--- config.mk ---
export PLATFORM = sky130hd
export DESIGN_NAME = maj_lfsr_keygen
export DESIGN_NICKNAME = d
export VERILOG_FILES = /design/src/rtl/mlk_pkg.sv /design/src/rtl/mlk_lfsr.sv /design/src/rtl/mlk_ctrl.sv /design/src/rtl/maj_lfsr_keygen.sv
export SDC_FILE = /design/constraint.sdc
export NUM_CORES = 1
export LEC_CHECK = 0
export CAP_MARGIN = 15
export CELL_PAD_IN_SITES_DETAIL_PLACEMENT = 1
export CELL_PAD_IN_SITES_GLOBAL_PLACEMENT = 1
export CORE_AREA = 8 8 143 145
export CTS_CLUSTER_SIZE = 10
export DETAILED_ROUTE_END_ITERATION = 16
export DIE_AREA = 0 0 151 153
export PLACE_DENSITY_LB_ADDON = 0.1
export SLEW_MARGIN = 25
export SYNTH_ARGS = -nofsm -noshare
export SYNTH_HDL_FRONTEND = slang
export SYNTH_SLANG_ARGS = --single-unit
--- constraint.sdc ---
create_clock -name clk -period 3.26 [get_ports clk]
set_input_delay 0.978 -clock clk [delete_from_list [all_inputs] [get_ports clk]]
set_output_delay 0.978 -clock clk [all_outputs]
set_load 0.005 [all_outputs]
--- src/rtl/mlk_pkg.sv ---
`timescale 1ns/1ps
// Shared constants and types for the majority-clocked keystream generator.
// Assumes the three register lengths add up to STATE_W.
package mlk_pkg;
    localparam int NREG    = 3;
    localparam int KEY_W   = 64;
    localparam int FRM_W   = 22;
    localparam int SEED_W  = KEY_W + FRM_W;
    localparam int MIX_CYC = 100;
    localparam int OUT_CYC = 228;
    localparam int STATE_W = 64;
    localparam int MAXLEN  = 23;

    localparam int REG_LEN [NREG] = '{19, 22, 23};
    localparam int CLK_POS [NREG] = '{8, 10, 10};
    localparam logic [MAXLEN-1:0] TAP_MASK [NREG] =
        '{23'h07_2000, 23'h30_0000, 23'h70_0080};

    typedef enum logic [1:0] {PH_IDLE, PH_LOAD, PH_MIX, PH_OUT} phase_t;

    // Offset of register idx inside the packed state word.
    function automatic int reg_lo(input int idx);
        int s = 0;
        for (int k = 0; k < idx; k++) s += REG_LEN[k];
        return s;
    endfunction
endpackage

--- src/rtl/mlk_lfsr.sv ---
`timescale 1ns/1ps
// One feedback shift register. It can be cleared, loaded in parallel, or
// stepped. A step shifts toward the MSB, and bit 0 takes the tap parity
// XOR the injected bit. Assumes clr has priority over ld, and ld over step.
module mlk_lfsr import mlk_pkg::*; #(
    parameter int              LEN  = 19,
    parameter logic [MAXLEN-1:0] TAPS = '0,
    parameter int              CPOS = 8
) (
    input  logic           clk,
    input  logic           rst_n,
    input  logic           clr_i,
    input  logic           ld_i,
    input  logic [LEN-1:0] ld_val_i,
    input  logic           step_i,
    input  logic           inj_i,
    output logic           cbit_o,
    output logic           msb_o
);
    localparam logic [LEN-1:0] MASK = TAPS[LEN-1:0];

    logic [LEN-1:0] r;
    logic           fb;

    // Feedback: tap parity plus injected seed bit.
    assign fb     = (^(r & MASK)) ^ inj_i;
    assign cbit_o = r[CPOS];
    assign msb_o  = r[LEN-1];

    // State update in priority order: clear, load, step.
    always_ff @(posedge clk) begin
        if (!rst_n)      r <= '0;
        else if (clr_i)  r <= '0;
        else if (ld_i)   r <= ld_val_i;
        else if (step_i) r <= {r[LEN-2:0], fb};
    end


    clear_zero_chk: assert property (@(posedge clk) disable iff (!rst_n)
        clr_i |=> (r == '0));

    hold_chk: assert property (@(posedge clk) disable iff (!rst_n)
        (!clr_i && !ld_i && !step_i) |=> $stable(r));

    shift_chk: assert property (@(posedge clk) disable iff (!rst_n)
        (!clr_i && !ld_i && step_i) |=> (r[LEN-1:1] == $past(r[LEN-2:0])));
endmodule

--- src/rtl/mlk_ctrl.sv ---
`timescale 1ns/1ps
// Phase sequencer: idle, seed load, warm-up, output. It captures key and
// frame number on a start and feeds them out one bit per load cycle, LSB
// first. Assumes start and load are only sampled while idle, with start winning.
module mlk_ctrl import mlk_pkg::*; (
    input  logic             clk,
    input  logic             rst_n,
    input  logic             start_i,
    input  logic             load_i,
    input  logic [KEY_W-1:0] key_i,
    input  logic [FRM_W-1:0] frame_i,
    output phase_t           phase_o,
    output logic             clr_o,
    output logic             ld_o,
    output logic             inj_o
);
    localparam int LONGEST = (OUT_CYC > SEED_W) ?
                             ((OUT_CYC > MIX_CYC) ? OUT_CYC : MIX_CYC) :
                             ((SEED_W > MIX_CYC) ? SEED_W : MIX_CYC);
    localparam int CNT_W = $clog2(LONGEST);
    localparam logic [CNT_W-1:0] SEED_LAST = CNT_W'(SEED_W - 1);
    localparam logic [CNT_W-1:0] MIX_LAST  = CNT_W'(MIX_CYC - 1);
    localparam logic [CNT_W-1:0] OUT_LAST  = CNT_W'(OUT_CYC - 1);

    phase_t              phase;
    logic [CNT_W-1:0]    cnt;
    logic [SEED_W-1:0]   seed;
    logic                idle;

    assign idle    = (phase == PH_IDLE);
    assign clr_o   = idle & start_i;
    assign ld_o    = idle & ~start_i & load_i;
    assign inj_o   = (phase == PH_LOAD) & seed[0];
    assign phase_o = phase;

    // Phase, cycle counter and seed shifter.
    always_ff @(posedge clk) begin
        if (!rst_n) begin
            phase <= PH_IDLE;
            cnt   <= '0;
            seed  <= '0;
        end else begin
            case (phase)
                PH_IDLE: begin
                    cnt <= '0;
                    if (start_i) begin
                        phase <= PH_LOAD;
                        seed  <= {frame_i, key_i};
                    end else if (load_i) begin
                        phase <= PH_OUT;
                    end
                end
                PH_LOAD: begin
                    seed <= seed >> 1;
                    if (cnt == SEED_LAST) begin
                        phase <= PH_MIX;
                        cnt   <= '0;
                    end else cnt <= cnt + 1'b1;
                end
                PH_MIX: begin
                    if (cnt == MIX_LAST) begin
                        phase <= PH_OUT;
                        cnt   <= '0;
                    end else cnt <= cnt + 1'b1;
                end
                default: begin
                    if (cnt == OUT_LAST) begin
                        phase <= PH_IDLE;
                        cnt   <= '0;
                    end else cnt <= cnt + 1'b1;
                end
            endcase
        end
    end


    start_enter_chk: assert property (@(posedge clk) disable iff (!rst_n)
        (idle && start_i) |=> (phase == PH_LOAD) && (cnt == '0));

    direct_enter_chk: assert property (@(posedge clk) disable iff (!rst_n)
        (idle && !start_i && load_i) |=> (phase == PH_OUT) && (cnt == '0));

    busy_ignore_chk: assert property (@(posedge clk) disable iff (!rst_n)
        (phase == PH_MIX && start_i) |=> (phase != PH_LOAD));

    cnt_range_chk: assert property (@(posedge clk) disable iff (!rst_n)
        cnt <= OUT_LAST);
endmodule

--- src/rtl/maj_lfsr_keygen.sv ---
`timescale 1ns/1ps
// Majority-clocked three-register keystream generator (top). It holds the
// sequencer and the registers, forms the majority vote, and gates the
// output. Assumes the register lengths add up to STATE_W.
module maj_lfsr_keygen import mlk_pkg::*; (
    input  logic               clk,
    input  logic               rst_n,
    input  logic               start_i,
    input  logic [KEY_W-1:0]   key_i,
    input  logic [FRM_W-1:0]   frame_i,
    input  logic               load_i,
    input  logic [STATE_W-1:0] state_i,
    output logic               busy_o,
    output logic               ks_valid_o,
    output logic               ks_bit_o
);
    phase_t            phase;
    logic              clr, ld, inj;
    logic [NREG-1:0]   cbit, msb, step;
    logic              vote, irregular;

    mlk_ctrl u_ctrl (
        .clk     (clk),
        .rst_n   (rst_n),
        .start_i (start_i),
        .load_i  (load_i),
        .key_i   (key_i),
        .frame_i (frame_i),
        .phase_o (phase),
        .clr_o   (clr),
        .ld_o    (ld),
        .inj_o   (inj)
    );

    // Majority of the clocking bits, used only in irregular phases.
    assign vote      = ($countones(cbit) > (NREG / 2));
    assign irregular = (phase == PH_MIX) || (phase == PH_OUT);

    for (genvar g = 0; g < NREG; g++) begin : g_reg
        localparam int LO = reg_lo(g);
        // Step enable: always during seed load, by vote otherwise.
        assign step[g] = (phase == PH_LOAD) | (irregular & (cbit[g] == vote));
        mlk_lfsr #(
            .LEN  (REG_LEN[g]),
            .TAPS (TAP_MASK[g]),
            .CPOS (CLK_POS[g])
        ) u_lfsr (
            .clk      (clk),
            .rst_n    (rst_n),
            .clr_i    (clr),
            .ld_i     (ld),
            .ld_val_i (state_i[LO +: REG_LEN[g]]),
            .step_i   (step[g]),
            .inj_i    (inj),
            .cbit_o   (cbit[g]),
            .msb_o    (msb[g])
        );
    end

    assign busy_o     = (phase != PH_IDLE);
    assign ks_valid_o = (phase == PH_OUT);
    assign ks_bit_o   = ks_valid_o & (^msb);


    two_step_chk: assert property (@(posedge clk) disable iff (!rst_n)
        irregular |-> ($countones(step) >= 2));

    quiet_bit_chk: assert property (@(posedge clk) disable iff (!rst_n)
        !ks_valid_o |-> !ks_bit_o);

    valid_busy_chk: assert property (@(posedge clk) disable iff (!rst_n)
        ks_valid_o |-> busy_o);

    end_after_out_chk: assert property (@(posedge clk) disable iff (!rst_n)
        $fell(busy_o) |-> $past(ks_valid_o));
endmodule

==> flow_summary_export.csv <==
group,metric,value,unit
status,status,"finished, final reports clean",
sta,finalHoldViolations,0,
critical_path,critPathKind,"register to primary output",
yosys,muxShareOfSynthArea,20.1,%
sta,finalCriticalPeriod,2.99,ns
sta,rsz0062_at_grt,"no",
final_layout,fin_cells,1133,
placement,globalplace.congestion,0.747,
yosys,synthCells,770,
clock_tree,cts_tree,"built",
yosys,synth_top_area_share,42.0,%
sta,worstMarginPinSlew,0.883,ns
critical_path,crit_arrival,2.01,ns
pwr,power.switching,0.00370,W
sta,fin_setup_tns,0,ns
clock_tree,clockBufferDepth,2,
routing,m1WireLength,9330,µm
pwr,p_int,0.00565,W
yosys,synth_largest_area_cell,"dfxtp_1",
routing,drtIter0Drc,219,
sta,setup_viol,0,
placement,dpl.hpwl,13900,µm
yosys,synth-simple-area-share,11.6,%
floorplanning,coreArea,18300,µm²
clock_tree,clk_latency,0.42,ns
final_layout,final_nets,1047,
critical_path,cp_max_fo,4,
yosys,async_flop_share,0,%
yosys,synth.area.top_cells,"dfxtp_1, mux2i_1, a211oi_1",
critical_path,cpMaxStageDelayCell,"clkdlybuf4s50_1",
clock_tree,postCtsHoldBufs,0,
yosys,ys_seq_area_share,42.0,%
clock_tree,htree_levels,4,
routing,vias,6137,
pwr,clockPowerShare,21.5,%
floorplanning,rows,50,
yosys,synth_fa_ha_area_share,1.15,%
sta,fmax,334,MHz
pwr,seq_power_share,33.9,%
critical_path,end_kind,"primary output",
sta,slew_violations,0,
yosys,syn-num-nets,931,
sta,fin_ws,0.270,ns
final_layout,fillers,1988,
placement,post-place-cells,1101,
routing,top_layer,"met5",
yosys,synth_top_family_by_area,"multiplexers",
clock_tree,cts_setup_buffers,0,
clock_tree,numCtsBuffers,17,
final_layout,final_cell_mix,"dfxtp_1, clkdlybuf4s50_1, mux2i_1",
placement,dpl_worst_slack,0.258,ns
global_routing,antenna_found_initial,2,
routing,drcViolationCount,0,
routing,first_pass_iters,6,
final_layout,drive_gt1_share,9.80,%
routing,viasPerCell,5.42,
routing,dr_wl_met2,9890,µm
global_routing,grt_max_degree,99,
final_layout,multi_input_area,4070,µm²
flow_run,maxCapViolations,0,
floorplanning,die_y,153,µm
critical_path,crit_path_start_kind,"register",
critical_path,cp.required,2.28,ns
yosys,yosysUniqueCellTypes,40,
floorplanning,ios,157,
floorplanning,die_x,151,µm
yosys,synth-seq-cells,160,
min_path,hp-class,"register to register",
routing,antenna_left,0,
global_routing,grt_pass1_wl,34100,µm
critical_path,path_cells,"ha_1 -> inv_1 -> nor3_1 -> clkdlybuf4s50_1",
yosys,synth.avg_cell_area,9.90,µm²
pwr,powerDensity,944,nW/µm²
yosys,synth-edff-count,0,
pwr,p_sw_share,39.6,%
placement,port_buffers,156,
pwr,combPwrFrac,44.6,%
pwr,cellLeakagePower,3.81,nW
pwr,ir_drop,0.480,mV
sta,fin_worst_skew,0.0109,ns
sta,timing.hold.ws,0.476,ns
critical_path,slowest_delay,0.56,ns
sta,min_period_over_period,91.7,%
sta,slew_headroom,41.1,%
clock_tree,postCtsResizedCells,0,
floorplanning,die-area,23100,µm²
yosys,synth-compound-area-share,18.0,%
routing,post_drt_wl_per_cell,18.0,µm
final_layout,seqCellArea,3200,µm²
global_routing,overflow,0,
routing,wl,20400,µm
yosys,ys_warn_count,0,
yosys,syn_area,7620,µm²
final_layout,final_common_cell,"dfxtp_1",
critical_path,path_buf_inv,2,
yosys,synth-xor-area-share,2.09,%
critical_path,cp_top_family,"buffers and inverters",
clock_tree,cts.sinks,160,
clock_tree,path_clk_slew,0.07,ns
floorplanning,initial_core_util,41.7,%
global_routing,grt_pass1_vias,6686,
yosys,synth_ff_type,"dfxtp_1",
clock_tree,clockRootBuffer,"clkbuf_16",
global_routing,grt_usage,18.0,%
routing,dr_wl_met3,980,µm
final_layout,areaGrowthSynthToFinish,29.9,%
cell families (layout without fill, tap and decap cells):
family	Yosys count	in the layout
and+or+nand+nor	196	196
AOI/OAI and AO/OA	160	160
DFF	160	160
muxes	153	153
buffers and inverters	79	207
xor gates and xnor gates	15	15
adders and majority gates	7	7
other	0	1
Yosys cell counts (4+ instances only):
library cell	count
buf_4	5
buf_2	44
mux2i_1	153
nand3_1	4
nor2_1	97
clkbuf_1	21
dfxtp_1	160
a211oi_1	119
nand2_1	11
inv_1	4
ha_1	7
xor2_1	4
a211oi_2	31
nor3_1	66
nand2b_1	4
xnor2_1	9
state kept, by name, summed over array words and instances (netlist names):
signal          flops
u_ctrl.seed        86
g.u_lfsr.r         64
u_ctrl.phase_o      2
u_ctrl.cnt          8
final cells by class:
class | count | share of cell area (%)
antenna | 1 | 0.0253
clock buffer | 17 | 4.30
clock inverter | 14 | 1.59
inverter | 6 | 0.227
multi-input combinational | 531 | 41.1
sequential | 160 | 32.3
tap | 234 | 2.96
timing repair buffer | 170 | 17.5
power groups by stage:
stage / Combinational [W] / Sequential (W) / Clock, W
finish: 0.00417 / 0.00317 / 0.00201
global route: 0.00464 / 0.00327 / 0.00214
CTS: 0.00423 / 0.00317 / 0.00206
detailed placement: 0.00420 / 0.00320 / 0
global placement: 0.00398 / 0.00315 / 0
floorplan: 0.00338 / 0.00307 / 0
layer usage:
metal	GRT usage, %	vias to the layer above
met1	21.8	2936
met3	4.90	16
met4	4.29	2
met5	0	-
met2	30.8	104
li1	-	3079
path summary, 6_finish.rpt:
kind | startpoint | end | slack, ns | depth (start not counted)
worst min-delay path | u_ctrl.seed[85]$_SDFFE_PN0P_ | u_ctrl.seed[85]$_SDFFE_PN0P_ | 0.48 | 2
worst min register to register | u_ctrl.seed[85]$_SDFFE_PN0P_ | u_ctrl.seed[85]$_SDFFE_PN0P_ | 0.48 | 2
worst max register to register | g_reg[2].u_lfsr.r[10]$_SDFFE_PP0P_ | g_reg[0].u_lfsr.r[2]$_SDFFE_PP0P_ | 0.71 | 6
worst max-delay path | u_ctrl.phase_o[0]$_SDFFE_PN0P_ | ks_bit_o | 0.27 | 4
worst min-delay path, stage by stage (launching register included):
cell and delay [ns]:
dfxtp_1 0.32, nand2_1 0.06, a21oi_1 0.05
per-stage QoR:
step           area [µm²]  total power (W)  utilization, %
6_report             9900          0.00935            54.2
5_1_grt              9900           0.0100            54.2
4_1_cts              9900          0.00946            54.2
3_5_place_dp         9320          0.00740            51.0
3_3_place_gp         9320          0.00714            51.0
2_1_floorplan        7620          0.00646               -
Note: power is estimated with default switching activity, not from simulation.
